`config.mk`:
```
export PLATFORM = sky130hd
export DESIGN_NAME = ucode_exec_dp
export DESIGN_NICKNAME = d
export VERILOG_FILES = /design/src/rtl/ued_pkg.sv /design/src/rtl/ued_opnd_sel.sv /design/src/rtl/ued_alu.sv /design/src/rtl/ued_event_cond.sv /design/src/rtl/ucode_exec_dp.sv
export SDC_FILE = /design/constraint.sdc
export NUM_CORES = 1
export LEC_CHECK = 0
export ABC_AREA = 1
export BUFFER_PORTS_ARGS = -buffer_cell sky130_fd_sc_hd__buf_2
export CAP_MARGIN = 20
export CORE_ASPECT_RATIO = 0.6
export CORE_UTILIZATION = 50
export CTS_CLUSTER_DIAMETER = 120
export DETAILED_ROUTE_END_ITERATION = 10
export PLACE_DENSITY = 0.71
export SYNTH_ARGS = -nofsm -noshare
export SYNTH_HDL_FRONTEND = slang
export SYNTH_SLANG_ARGS = --single-unit
export TNS_END_PERCENT = 20
```
`constraint.sdc`:
```
create_clock -name clk -period 2.7 [get_ports clk]
set_input_delay 0 -clock clk [delete_from_list [all_inputs] [get_ports clk]]
set_output_delay 0 -clock clk [all_outputs]
set_load 0.01 [all_outputs]
```
`src/rtl/ued_pkg.sv`:
```
package ued_pkg;
  localparam int WORD_W = 16;
  localparam int BYTE_W = 8;
  localparam int CTRL_W = 5;
  localparam int SCR_N  = 4;
  localparam int SEL_W  = 4;
  localparam int UI_W   = 4 * SEL_W + WORD_W;

  localparam logic [WORD_W-1:0] BAD_KIND_WORD = 16'hEEEE;

  typedef logic [SEL_W-1:0] sel_t;

  localparam sel_t K_BRANCH = 4'd1;
  localparam sel_t K_ADD    = 4'd2;
  localparam sel_t K_AND    = 4'd3;
  localparam sel_t K_OR     = 4'd4;
  localparam sel_t K_XOR    = 4'd5;
  localparam sel_t K_SHR    = 4'd6;

  localparam sel_t S_ACC  = 4'd4;
  localparam sel_t S_IX   = 4'd5;
  localparam sel_t S_IY   = 4'd6;
  localparam sel_t S_PC   = 4'd7;
  localparam sel_t S_SP   = 4'd8;
  localparam sel_t S_FLG  = 4'd9;
  localparam sel_t S_ADR  = 4'd10;
  localparam sel_t S_DAT  = 4'd11;
  localparam sel_t S_STS  = 4'd12;
  localparam sel_t S_CTL  = 4'd13;
  localparam sel_t S_ZERO = 4'd14;
  localparam sel_t S_IMM  = 4'd15;

  localparam sel_t COND_STORE = 4'd3;

  typedef struct packed {
    sel_t              kind;
    sel_t              dst;
    sel_t              src0;
    sel_t              src1;
    logic [WORD_W-1:0] imm;
  } uinst_t;
endpackage

```
`src/rtl/ued_opnd_sel.sv`:
```
module ued_opnd_sel
  import ued_pkg::*;
#(
  parameter bit SIDE_B = 1'b0
) (
  input  sel_t                        sel,
  input  logic [SCR_N-1:0][WORD_W-1:0] scr,
  input  logic [BYTE_W-1:0]           acc_r,
  input  logic [BYTE_W-1:0]           ix_r,
  input  logic [BYTE_W-1:0]           iy_r,
  input  logic [BYTE_W-1:0]           sp_r,
  input  logic [BYTE_W-1:0]           flg_r,
  input  logic [BYTE_W-1:0]           din,
  input  logic [WORD_W-1:0]           pc_r,
  input  logic [WORD_W-1:0]           adr_r,
  input  logic [WORD_W-1:0]           sts,
  input  logic [CTRL_W-1:0]           ctl_r,
  input  logic [WORD_W-1:0]           f_val,
  output logic [WORD_W-1:0]           opnd
);
  localparam int HI_W  = WORD_W - BYTE_W;
  localparam int SCR_IW = (SCR_N > 1) ? $clog2(SCR_N) : 1;
  localparam logic [HI_W-1:0] STACK_PAGE = HI_W'(1);

  logic [WORD_W-1:0] pc_view;

  generate
    if (SIDE_B) begin : g_swap
      assign pc_view = {pc_r[BYTE_W-1:0], pc_r[WORD_W-1:BYTE_W]};
    end else begin : g_plain
      assign pc_view = pc_r;
    end
  endgenerate

  always_comb begin
    opnd = '0;
    if (sel < sel_t'(SCR_N)) begin
      opnd = scr[sel[SCR_IW-1:0]];
    end else begin
      case (sel)
        S_ACC:   opnd = {{HI_W{1'b0}}, acc_r};
        S_IX:    opnd = {{HI_W{1'b0}}, ix_r};
        S_IY:    opnd = {{HI_W{1'b0}}, iy_r};
        S_PC:    opnd = pc_view;
        S_SP:    opnd = {STACK_PAGE, sp_r};
        S_FLG:   opnd = {{HI_W{1'b0}}, flg_r};
        S_ADR:   opnd = adr_r;
        S_DAT:   opnd = {din, din};
        S_STS:   opnd = sts;
        S_CTL:   opnd = {{(WORD_W-CTRL_W){1'b0}}, ctl_r};
        S_IMM:   opnd = f_val;
        default: opnd = '0;
      endcase
    end
  end
endmodule

```
`src/rtl/ued_alu.sv`:
```
module ued_alu
  import ued_pkg::*;
(
  input  sel_t              kind,
  input  logic [WORD_W-1:0] a,
  input  logic [WORD_W-1:0] b,
  output logic [WORD_W-1:0] y,
  output logic              c8,
  output logic              ov8
);
  logic [BYTE_W:0]   lo_sum;
  logic [BYTE_W-1:0] lo7_sum;

  always_comb begin
    lo_sum  = {1'b0, a[BYTE_W-1:0]} + {1'b0, b[BYTE_W-1:0]};
    lo7_sum = {1'b0, a[BYTE_W-2:0]} + {1'b0, b[BYTE_W-2:0]};
    c8      = lo_sum[BYTE_W];
    ov8     = lo_sum[BYTE_W] ^ lo7_sum[BYTE_W-1];
  end

  always_comb begin
    case (kind)
      K_ADD:   y = a + b;
      K_AND:   y = a & b;
      K_OR:    y = a | b;
      K_XOR:   y = a ^ b;
      K_SHR:   y = {1'b0, a[WORD_W-1:1]};
      default: y = BAD_KIND_WORD;
    endcase
  end
endmodule

```
`src/rtl/ued_event_cond.sv`:
```
module ued_event_cond
  import ued_pkg::*;
(
  input  logic              clk,
  input  logic              rst,
  input  logic              irq_n,
  input  logic              nmi_n,
  input  logic              nmi_ack,
  input  logic              iflag,
  input  logic              c8,
  input  logic              ov8,
  output logic [WORD_W-1:0] status
);
  localparam int B_CARRY = 0;
  localparam int B_NMI   = 3;
  localparam int B_IRQ   = 5;
  localparam int B_OVF   = 6;

  logic nmi_prev;
  logic nmi_lat;

  always_ff @(posedge clk) begin
    if (rst) begin
      nmi_prev <= 1'b1;
      nmi_lat  <= 1'b0;
    end else begin
      nmi_prev <= nmi_n;
      if (nmi_ack)
        nmi_lat <= 1'b0;
      else if (nmi_prev && !nmi_n)
        nmi_lat <= 1'b1;
    end
  end

  always_comb begin
    status          = '0;
    status[B_CARRY] = c8;
    status[B_NMI]   = nmi_lat;
    status[B_IRQ]   = !irq_n && !iflag;
    status[B_OVF]   = ov8;
  end

  assert_nmi_clear_R10: assert property (@(posedge clk) disable iff (rst)
    nmi_ack |=> !status[B_NMI]);

  assert_nmi_edge_R10: assert property (@(posedge clk) disable iff (rst)
    ($fell(nmi_n) && !nmi_ack) |=> status[B_NMI]);
endmodule

```
`src/rtl/ucode_exec_dp.sv`:
```
module ucode_exec_dp
  import ued_pkg::*;
#(
  parameter logic [15:0] PC_RST = 16'h0400
) (
  input  logic        clk,
  input  logic        rst,
  input  logic [31:0] uinst,
  input  logic [7:0]  mem_rdata,
  input  logic        irq_n,
  input  logic        nmi_n,
  input  logic        nmi_ack,
  output logic [15:0] mem_addr,
  output logic [7:0]  mem_wdata,
  output logic        rd_wr_n,
  output logic        mem_we,
  output logic [15:0] alu_last
);
  localparam int FLG_FORCE_LO = 4;
  localparam int FLG_FORCE_HI = 5;
  localparam int FLG_IDIS     = 2;

  uinst_t u;
  assign u = uinst_t'(uinst);

  logic [SCR_N-1:0][WORD_W-1:0] scr_q;
  logic [BYTE_W-1:0] acc_q, ix_q, iy_q, sp_q, flg_q, wd_q;
  logic [WORD_W-1:0] pc_q, adr_q, last_q;
  logic [CTRL_W-1:0] ctl_q;
  logic              c8_q, ov8_q;

  logic [WORD_W-1:0] sts, op0, op1, alu_y;
  logic              alu_c8, alu_ov8;
  logic              wb_en;

  assign wb_en = (u.kind > K_BRANCH);

  ued_event_cond u_evt (
    .clk    (clk),
    .rst    (rst),
    .irq_n  (irq_n),
    .nmi_n  (nmi_n),
    .nmi_ack(nmi_ack),
    .iflag  (flg_q[FLG_IDIS]),
    .c8     (c8_q),
    .ov8    (ov8_q),
    .status (sts)
  );

  ued_opnd_sel #(.SIDE_B(1'b0)) u_sel0 (
    .sel(u.src0), .scr(scr_q), .acc_r(acc_q), .ix_r(ix_q), .iy_r(iy_q),
    .sp_r(sp_q), .flg_r(flg_q), .din(mem_rdata), .pc_r(pc_q), .adr_r(adr_q),
    .sts(sts), .ctl_r(ctl_q), .f_val('0), .opnd(op0)
  );

  ued_opnd_sel #(.SIDE_B(1'b1)) u_sel1 (
    .sel(u.src1), .scr(scr_q), .acc_r(acc_q), .ix_r(ix_q), .iy_r(iy_q),
    .sp_r(sp_q), .flg_r(flg_q), .din(mem_rdata), .pc_r(pc_q), .adr_r(adr_q),
    .sts(sts), .ctl_r(ctl_q), .f_val(u.imm), .opnd(op1)
  );

  ued_alu u_alu (
    .kind(u.kind),
    .a   (op0),
    .b   (op1),
    .y   (alu_y),
    .c8  (alu_c8),
    .ov8 (alu_ov8)
  );

  generate
    for (genvar i = 0; i < SCR_N; i++) begin : g_scr
      always_ff @(posedge clk) begin
        if (rst)
          scr_q[i] <= '0;
        else if (wb_en && u.dst == sel_t'(i))
          scr_q[i] <= alu_y;
      end
    end
  endgenerate

  always_ff @(posedge clk) begin
    if (rst) begin
      acc_q  <= '0;
      ix_q   <= '0;
      iy_q   <= '0;
      sp_q   <= '0;
      flg_q  <= '0;
      wd_q   <= '0;
      pc_q   <= PC_RST;
      adr_q  <= '0;
      ctl_q  <= '0;
      last_q <= '0;
    end else if (wb_en) begin
      last_q <= alu_y;
      case (u.dst)
        S_ACC: acc_q <= alu_y[BYTE_W-1:0];
        S_IX:  ix_q  <= alu_y[BYTE_W-1:0];
        S_IY:  iy_q  <= alu_y[BYTE_W-1:0];
        S_PC:  pc_q  <= alu_y;
        S_SP:  sp_q  <= alu_y[BYTE_W-1:0];
        S_FLG: begin
          flg_q <= alu_y[BYTE_W-1:0];
          flg_q[FLG_FORCE_HI] <= 1'b1;
          flg_q[FLG_FORCE_LO] <= 1'b1;
        end
        S_ADR: adr_q <= alu_y;
        S_DAT: wd_q  <= alu_y[BYTE_W-1:0];
        S_CTL: ctl_q <= alu_y[CTRL_W-1:0];
        default: ;
      endcase
    end
  end

  always_ff @(posedge clk) begin
    if (rst) begin
      c8_q  <= 1'b0;
      ov8_q <= 1'b0;
    end else if (u.kind == K_ADD) begin
      c8_q  <= alu_c8;
      ov8_q <= alu_ov8;
    end
  end

  assign mem_addr  = adr_q;
  assign mem_wdata = wd_q;
  assign rd_wr_n   = ctl_q[0];
  assign alu_last  = last_q;
  assign mem_we    = (u.kind == K_BRANCH) && (u.src1 == COND_STORE) && !ctl_q[0];

  assert_last_hold_R5: assert property (@(posedge clk) disable iff (rst)
    (u.kind <= K_BRANCH) |=> $stable(alu_last));

  assert_flags_forced_R7: assert property (@(posedge clk) disable iff (rst)
    (wb_en && u.dst == S_FLG) |=> (flg_q[FLG_FORCE_HI:FLG_FORCE_LO] == 2'b11));

  assert_sp_byte_R6: assert property (@(posedge clk) disable iff (rst)
    (wb_en && u.dst == S_SP) |=> (sp_q == $past(alu_y[BYTE_W-1:0])));

  assert_rdwr_track_R11: assert property (@(posedge clk) disable iff (rst)
    (wb_en && u.dst == S_CTL) |=> (rd_wr_n == $past(alu_y[0])));

  assert_bad_kind_R3: assert property (@(posedge clk) disable iff (rst)
    (u.kind > K_SHR) |-> (alu_y == BAD_KIND_WORD));

  assert_carry_hold_R4: assert property (@(posedge clk) disable iff (rst)
    (u.kind != K_ADD) |=> ($stable(c8_q) && $stable(ov8_q)));
endmodule

```
* Word level (Yosys, flattened, before mapping)
Index checks and enable logic that the tools add are counted.
Word-level totals: output and inout port bits 42, flip-flop bits (word level) 169, bits of input ports 45, word-level logic and storage cells 102
Operators by class: bitwise logic cells 4, $add $sub $neg 3, reductions and logical operators 23, $lt $le $gt $ge 5, equality and inequality tests 40, muxes and demuxes 9
Operators by type and width (number):
- $pmux W16 S11 | 1
- $pmux W16 S10 | 1
- $pmux W16 S5 | 1
- $eq A4 B4 Y1 const B | 18
- $bmux W16 S2 | 2
- $mux W16 | 4
- $eq A4 B3 Y1 const B | 15
- $eq A4 B2 Y1 const B | 5
- $reduce_and A2 Y1 | 9
- $add A16 B16 Y16 | 1
- $and A16 B16 Y16 | 1
- $or A16 B16 Y16 | 1
- $xor A16 B16 Y16 | 1
- $add A8 B8 Y9 | 1
- $add A7 B7 Y8 | 1
- $eq A4 B1 Y1 const B | 2
- $logic_and A1 B1 Y1 | 8
- $lt A4 B3 Y1 const B | 2
- $lt A2 B3 Y1 const B | 2
- $gt A4 B1 Y1 const B | 1
- $logic_not A1 Y1 | 4
- $logic_not A4 Y1 | 1
- $reduce_or A2 Y1 | 1
- $xor A1 B1 Y1 | 1

* Longest topological paths before layout
Gate-level depths: netlist of the first run.
word-level depth 6, gate-level depth with buffers 24, mapped depth without buffers 23

* Modules after synthesis
Synthesis of the first run repeated with hierarchy kept, for this count alone.
Unflattened totals: cells, all modules 2144, area, all modules 11898.9 sq um
Modules (own cells, without submodules):
- ucode_exec_dp | seq. area each 3323.2 sq um, area an instance 6616.3 sq um, cells an instance 989, instances 1
- ued_opnd_sel | seq. area each 0.0 sq um, area an instance 1639.1 sq um, cells an instance 393, instances 2
- ued_alu | seq. area each 0.0 sq um, area an instance 1806.7 sq um, cells an instance 342, instances 1
- ued_event_cond | seq. area each 40.0 sq um, area an instance 197.7 sq um, cells an instance 27, instances 1

* Worst setup path before layout of the first run
Ideal clock, no wire load.
path type input port to flip-flop, start input uinst[16], end register last_q[4] (netlist: alu_last[4]), required time 2.590 ns, path slack -0.239 ns, setup time 0.110 ns, buffers on the path 1, stages on the path 23, arrival 2.829 ns, cell sequence nor2_1 inv_1 nor2_1 inv_1 o21ai_0 nor2_1 nand3_1 nor2_1 inv_1 ha_1 inv_1 fa_1 inv_1 nand3_1 nand3_1 a21oi_1 o21ai_0 nand2_1 inv_1 buf_1 nand3_1 nand2_1 inv_1
Between the ends: word-level cells in the longest chain between the ends 5, elaborated cells on any way between the ends 21, classes of those cells 1 x add/sub; 1 x order compare; 11 x eq/ne; 5 x mux; 3 x bitwise
Ends and longest elaborated chain:
- start, declared | line ucode_exec_dp.sv:8 | input logic [31:0] uinst,
- $eq A4 B4 Y1 (tied with other cells) | line ued_opnd_sel.sv:40 | case (sel)
- $pmux W16 S11 or $mux W16 (tied branches) | line ued_opnd_sel.sv:40, ued_opnd_sel.sv:38
- $mux W16 (*) | line ued_opnd_sel.sv:37 | if (sel < sel_t'(SCR_N)) begin
- $add A16 B16 Y16 (tied with other cells) | line ued_alu.sv:23 | K_ADD: y = a + b;
- $pmux W16 S5 (*) | line ued_alu.sv:22 | case (kind)
- end signal, assigned | line ucode_exec_dp.sv:95 | last_q <= alu_y;
- end, declared | line ucode_exec_dp.sv:28 | logic [WORD_W-1:0] pc_q, adr_q, last_q;
Mark *: on every way between the ends. The rest lies on a longest branch, timed or not. The select of a mux whose other input is x is not followed. A chain may end at the register's enable or synchronous reset.

* Final worst setup path of the first run
start register scr_q[2] (netlist name), end register adr_q[5] (netlist: mem_addr[5])
Between the ends: word-level cells in the longest chain between the ends 5, elaborated cells on any way between the ends 8, classes of those cells 1 x add/sub; 7 x mux
Ends and longest elaborated chain:
- start, declared | line ucode_exec_dp.sv:26 | logic [SCR_N-1:0][WORD_W-1:0] scr_q;
- start signal, assigned by index | line ucode_exec_dp.sv:77 | scr_q[i] <= alu_y;
- $bmux W16 S2 | line ued_opnd_sel.sv:38 | opnd = scr[sel[SCR_IW-1:0]];
- $mux W16 (not written as such) | line ued_opnd_sel.sv:38
- $mux W16 | line ued_opnd_sel.sv:37
- $add A16 B16 Y16 (*) | line ued_alu.sv:23
- $pmux W16 S5 (*) | line ued_alu.sv:22
- end signal, assigned | line ucode_exec_dp.sv:107 | S_ADR: adr_q <= alu_y;
- end, declared | line ucode_exec_dp.sv:28
Marked as above.

==> results of run 1 <==
worst max-delay path, stage by stage (launching register included):
cell,delay (ns)
dfxtp_2,0.32
inv_2,0.05
a21oi_2,0.05
o21ai_1,0.09
a21oi_2,0.05
o21ai_1,0.08
buf_4,0.15
nand4_1,0.27
ha_4,0.39
buf_6,0.13
nand2_2,0.05
nor2_1,0.12
nand2_1,0.10
nand3_2,0.12
nand2_1,0.06
nand3_1,0.08
nand2_2,0.07
clkinv_4,0.09
clkbuf_16,0.19
nand3_2,0.09
nand2_2,0.07
inv_1,0.05
power groups by stage:
stage               Sequential [mW]  Clock [mW]  Combinational, mW
finish                         2.64        2.42               1.62
global route                   2.64        2.50               1.70
CTS                            2.63        2.40               1.41
detailed placement             2.69           0               1.37
global placement               2.69           0               1.35
floorplan                      2.69           0              0.693
how the worst max path moves through the flow:
stage	startpoint	endpoint	slack, ns	cells past startpoint
floorplan	uinst[16]	ix_q[4]	0.0003	23
global placement	uinst[17]	pc_q[13]	-0.50	24
detailed placement	uinst[18]	scr_q[1]	-0.53	19
CTS	scr_q[4]	sp_q[7]	-0.009	20
global route	scr_q[2]	ix_q[5]	-0.21	21
finish	scr_q[2]	mem_addr[5]	-0.09	21
placed cells by master, fill, tap and decap left out, types with 11 or more instances in the layout:
| master | synthesis | layout |
|---|---|---|
| nand3_2 | 7 | 30 |
| ha_1 | 32 | 24 |
| a21oi_1 | 149 | 139 |
| buf_2 | 18 | 85 |
| o21ai_0 | 60 | 52 |
| nand4_1 | 33 | 33 |
| buf_4 | 11 | 230 |
| dfxtp_1 | 168 | 156 |
| nor2_2 | 12 | 24 |
| nor2_1 | 266 | 244 |
| nand2_2 | 10 | 27 |
| inv_2 | 11 | 23 |
| nand3_1 | 179 | 152 |
| nor2_4 | 2 | 12 |
| o21ai_1 | 8 | 15 |
| clkbuf_16 | 0 | 20 |
| a21oi_2 | 1 | 11 |
| nand2_1 | 403 | 383 |
| buf_12 | 0 | 13 |
| inv_1 | 378 | 362 |
| o22ai_1 | 34 | 31 |
cell type report:
cell class,instances,area [um^2]
clock inverter,12,110
multi-input combinational,1268,6740
sequential,168,3380
clock buffer,19,443
inverter,391,1480
fill,2029,6990
tap,308,385
timing repair buffer,341,2590
logic make-up (layout without fill, tap and decap cells):
group / Yosys count / count (layout) / share of synthesized area, %
XOR/XNOR: 1 / 1 / 0.0772
buffers and inverters: 461 / 763 / 15.9
adder cells (fa/ha/maj): 33 / 33 / 3.71
AND/OR/NAND/NOR: 940 / 940 / 35.7
AO/OA/AOI/OAI: 294 / 294 / 14.9
flip-flops: 168 / 168 / 29.7
registers in the layout, indices dropped and copies added (netlist names):
signal          flops
scr_q              64
alu_last           16
mem_addr           16
pc_q               16
acc_q               8
ix_q                8
iy_q                8
mem_wdata           8
sp_q                8
flg_q               7
ctl_q               5
c8_q                1
ov8_q               1
u_evt.nmi_lat       1
u_evt.nmi_prev      1
metrics by stage:
stage	area, um^2	cells	utilization [%]
2_1_floorplan	11300	1897	-
3_3_place_gp	13800	2459	62.3
3_5_place_dp	13800	2459	62.3
4_1_cts	14500	2496	65.5
5_1_grt	15100	2507	68.4
6_report	15100	2507	68.4
per-layer routing:
metal	global-route usage (%)	wire length [um]	vias to the layer above
li1	-	-	6541
met1	64.8	22800	6665
met3	16.3	8810	141
met4	15.0	1400	0
met2	61.6	21500	1074
met5	0	0	-
what timing repair did:
action,in CTS,in global routing
setup buffers,2,8
hold endpoints to repair,4,0
pin swaps,14,45
hold buffers,4,0
gates resized for setup,38,133
gates cloned,0,3
endpoints found under the setup margin,139,150
==> impl_metrics.json, run 1 <==
{
  "outcome": "complete, but fails checks",
  "violations": "negative setup slack",
  "detail_route.wl_per_cell_um": 21.7,
  "vias_per_cell": 5.75,
  "whs_ns": 0.148,
  "required_ns": 3.07,
  "power_frac_seq_pct": 39.5,
  "setup_violations": 67,
  "hpwl_um": 40200,
  "diodes": 0,
  "syn_inst": 1897,
  "power_frac_comb_pct": 24.2,
  "synth.avg_cell_area_um2": 5.98,
  "clkSlewWorstSetupHoldPaths_ns": 0.08,
  "num_rows": 42,
  "cp_max_fo": 6,
  "dp_slack_ns": -0.533,
  "drv_cap": 0,
  "synth-edff-count": 0,
  "hold_depth": 5,
  "clockBufferDepth": 2,
  "p_leak_nw": 7.74,
  "worstMarginPinSlew_ns": 0.968,
  "finalNetCount": 2265,
  "p_per_area_mw_per_mm2": 441,
  "grt_pass1_wl_um": 77100,
  "drc": 0,
  "synth_fp_nets": 1975,
  "clock_power_share_pct": 36.3,
  "drt_iter0_drc": 2184,
  "grt_start_max_net_pins": 133,
  "yosys-top-cells-area": "dfxtp_1 (30%), nand2_1 (13%), inv_1 (13%)",
  "cts_tree": "built",
  "startpoint_type": "flop",
  "p_sw_mw": 2.28,
  "globalplace.congestion": 1.12,
  "synthToLayoutAreaGrowth_pct": 33.5,
  "seq_area_frac_synth_pct": 29.7,
  "clock.fmax_ghz": 0.358,
  "track_usage_pct": 45.2,
  "rsz0062_at_grt": "yes",
  "post-synth-top-count-cell": "nand2_1",
  "synth_top_area_share_pct": 29.7,
  "drive_gt1_share_pct": 25.5,
  "syn_area_mm2": 0.0113,
  "power.total_mw": 6.68,
  "reg2reg_to": "mem_addr[5]",
  "rr_startpoint": "scr_q[2]",
  "synthArstFlopShare_pct": 0,
  "hold_viol_final": 0,
  "grt_pass1_vias": 12800,
  "clock-sinks": 168,
  "ys_warn_count": 0,
  "fin_crit_sh_pct": 103,
  "ctsRootBufferMaster": "clkbuf_16",
  "drv_slew": 0,
  "numCtsBuffers": 17,
  "sw_frac_of_total_pct": 34.1,
  "grt_overflow": 0,
  "rr_worst_depth": 21,
  "die_h_um": 119,
  "worstHoldStart": "uinst[27]",
  "core_mm2": 0.0221,
  "postRouteAntennaNets": 0,
  "regToRegSetupSlack_ns": -0.09,
  "fin_crit_ns": 2.79,
  "initial_core_util_pct": 51.3,
  "drt_wl_total_um": 54500,
  "min_to": "ctl_q[0]",
  "die-width_um": 196,
  "yosys.area.top_type": "dfxtp_1",
  "synthFlopType": "dfxtp_1",
  "vdd_drop_max_mv": 0.449,
  "pin_count": 87,
  "tns_ns": -2.25,
  "port_buffers": 86,
  "worstSetupPathType": "flop to flop",
  "dieArea_mm2": 0.0233,
  "synth_seq_cells": 168,
  "worst_setup_path_end_kind": "flop",
  "min_path_type": "primary input to flop",
  "arrival_ns": 3.16,
  "slew-limit-headroom_pct": 35.1,
  "clk_latency_ns": 0.46,
  "htree_levels": 4,
  "antenna_found_initial": 0,
  "firstDrtPassIters": 7,
  "vias": 14400,
  "synth_commonest_cells": "nand2_1 (403), inv_1 (378), nor2_1 (266), nand3_1 (179), dfxtp_1 (168)",
  "p_int_mw": 4.40,
  "setup_slack_ns": -0.0906,
  "ys_types": 50,
  "clock-skew-final_ns": 0.0129
}
Power figures use the tool's default switching activity.
==> inputs of run 2 (changes only) <==
--- a/config.mk
+++ b/config.mk
@@ -13,6 +13,7 @@
 export CTS_CLUSTER_DIAMETER = 120
 export DETAILED_ROUTE_END_ITERATION = 10
 export PLACE_DENSITY = 0.71
+export RECOVER_POWER = 50
 export SYNTH_ARGS = -nofsm -noshare
 export SYNTH_HDL_FRONTEND = slang
 export SYNTH_SLANG_ARGS = --single-unit
==> impl_metrics.json, run 2 (synthesis gave the netlist of run 1 again) <==
{
  "outcome": "complete, but fails checks",
  "violations": "max-capacitance violations, max-slew violations, negative setup slack",
  "clk_latency_ns": 0.47,
  "setup_violations": 89,
  "num_rows": 42,
  "final_cell_mix": "nand2_1 (383), inv_1 (362), nor2_1 (244)",
  "power_frac_comb_pct": 24.0,
  "grt_pass1_wl_um": 77100,
  "min_path_type": "primary input to flop",
  "globalplace.congestion": 1.12,
  "rr_worst_depth": 21,
  "clock-sinks": 168,
  "drv_slew": 133,
  "dp_slack_ns": -0.533,
  "whs_ns": 0.144,
  "drc": 0,
  "clkSlewWorstSetupHoldPaths_ns": 0.07,
  "p_int_mw": 4.39,
  "min_to": "ctl_q[0]",
  "startpoint_type": "flop",
  "drt_iter0_drc": 2310,
  "postRouteAntennaNets": 0,
  "clock_power_share_pct": 36.3,
  "rsz0062_at_grt": "yes",
  "diodes": 0,
  "worst_setup_path_end_kind": "flop",
  "regMostFlops": "scr_q",
  "largest_register_ffs": 64,
  "initial_core_util_pct": 51.3,
  "arrival_ns": 3.19,
  "hold_viol_final": 0,
  "fillCellCount": 2060,
  "p_per_area_mw_per_mm2": 443,
  "pin_count": 87,
  "final_common_cell": "nand2_1",
  "vdd_drop_max_mv": 0.451,
  "clock.fmax_ghz": 0.353,
  "ctsRootBufferMaster": "clkbuf_16",
  "p_sw_mw": 2.27,
  "cts_tree": "built",
  "port_buffers": 86,
  "finalNetCount": 2265,
  "critPathLaunch": "scr_q[2]",
  "setup_slack_ns": -0.132,
  "reg2reg_to": "acc_q[5]",
  "slew-limit-headroom_pct": -15.7,
  "worstSetupPathType": "flop to flop",
  "worstHoldStart": "uinst[27]",
  "grt_pass1_vias": 12800,
  "vias": 14400,
  "worstMarginPinSlew_ns": 1.73,
  "final_util_pct": 68.1,
  "die-width_um": 196,
  "p_leak_nw": 7.57,
  "track_usage_pct": 45.2,
  "firstDrtPassIters": 8,
  "hold_depth": 5,
  "post_dp_cell_area_mm2": 0.0138,
  "grt_start_max_net_pins": 133,
  "htree_levels": 4,
  "core_mm2": 0.0221,
  "numCtsBuffers": 17,
  "detail_route.wl_per_cell_um": 21.8,
  "regToRegSetupSlack_ns": -0.13,
  "antenna_found_initial": 0,
  "power.total_mw": 6.66,
  "die_h_um": 119,
  "sw_frac_of_total_pct": 34.1,
  "synthToLayoutAreaGrowth_pct": 32.7,
  "dieArea_mm2": 0.0233,
  "grt_overflow": 0,
  "power_frac_seq_pct": 39.6,
  "fin_crit_sh_pct": 105,
  "vias_per_cell": 5.73,
  "cp_max_fo": 6,
  "required_ns": 3.06,
  "drv_cap": 1,
  "fin_crit_ns": 2.83,
  "rr_startpoint": "scr_q[2]",
  "final_area_mm2": 0.0151,
  "clockBufferDepth": 2,
  "drt_wl_total_um": 54600,
  "hpwl_um": 40200,
  "clock-skew-final_ns": 0.0136,
  "drive_gt1_share_pct": 23.6
}
run 2: cell types whose count changed in the layout (fill, tap and decap cells not counted), sizes merged:
cell	delta
buf	-42
clkbuf	+42
run 2: per-layer routing:
metal | wire length (um) | part of all wire, % | vias to the layer above | global-route usage (%)
li1 | - | - | 6529 | -
met5 | 0 | 0 | - | 0
met4 | 1460 | 2.7 | 0 | 15.0
met1 | 22700 | 42 | 6630 | 64.8
met2 | 21400 | 39 | 1080 | 61.6
met3 | 8970 | 16 | 126 | 16.3
run 2: cell type report:
cell class                      count  area [um^2]  area share, %
Clock buffer                       19          443           2.94
Clock inverter                     12          110          0.731
Inverter                          391         1480           9.85
Multi-Input combinational cell   1268         6740           44.8
Sequential cell                   168         3380           22.5
Tap cell                          308          385           2.56
Timing Repair Buffer              341         2510           16.7
run 2: worst max-delay path by stage:
stage,to
global route,scr_q[21]
global placement,pc_q[13]
floorplan,ix_q[4]
detailed placement,scr_q[1]
CTS,sp_q[7]
finish,acc_q[5]
run 2: repair_timing:
action / CTS / global route
resized for setup: 38 / 133
cloned: 0 / 3
pin swaps: 14 / 45
setup buffers: 2 / 8
endpoints found under the hold margin: 4 / 0
hold buffers: 4 / 0
setup endpoints to repair: 139 / 150
run 2: critical path, cell delays in order (launching register included):
cell	delay (ns)
dfxtp_2	0.32
inv_2	0.06
a21oi_2	0.05
o21ai_1	0.09
a21oi_2	0.05
o21ai_1	0.08
buf_4	0.15
nand4_1	0.29
ha_4	0.40
buf_6	0.13
nand2_2	0.05
nor2_1	0.12
nand2_1	0.10
nand3_2	0.12
nand2_1	0.06
nand3_1	0.08
nand2_2	0.07
clkinv_4	0.09
clkbuf_16	0.19
nand3_1	0.08
nand2_1	0.09
inv_1	0.05
run 2: metrics by stage:
stage	std cells	setup TNS (ns)
global placement	2459	-42.92
CTS	2496	-0.0166
floorplan	1897	0
detailed placement	2459	-50.77
finish	2507	-3.77
global route	2507	-14.05
run 2: power by group through the flow:
stage               sequential [mW]  combinational, mW  clock, mW
detailed placement             2.69               1.37          0
floorplan                      2.69              0.693          0
global route                   2.64               1.68       2.50
finish                         2.64               1.60       2.42
CTS                            2.63               1.41       2.40
global placement               2.69               1.35          0
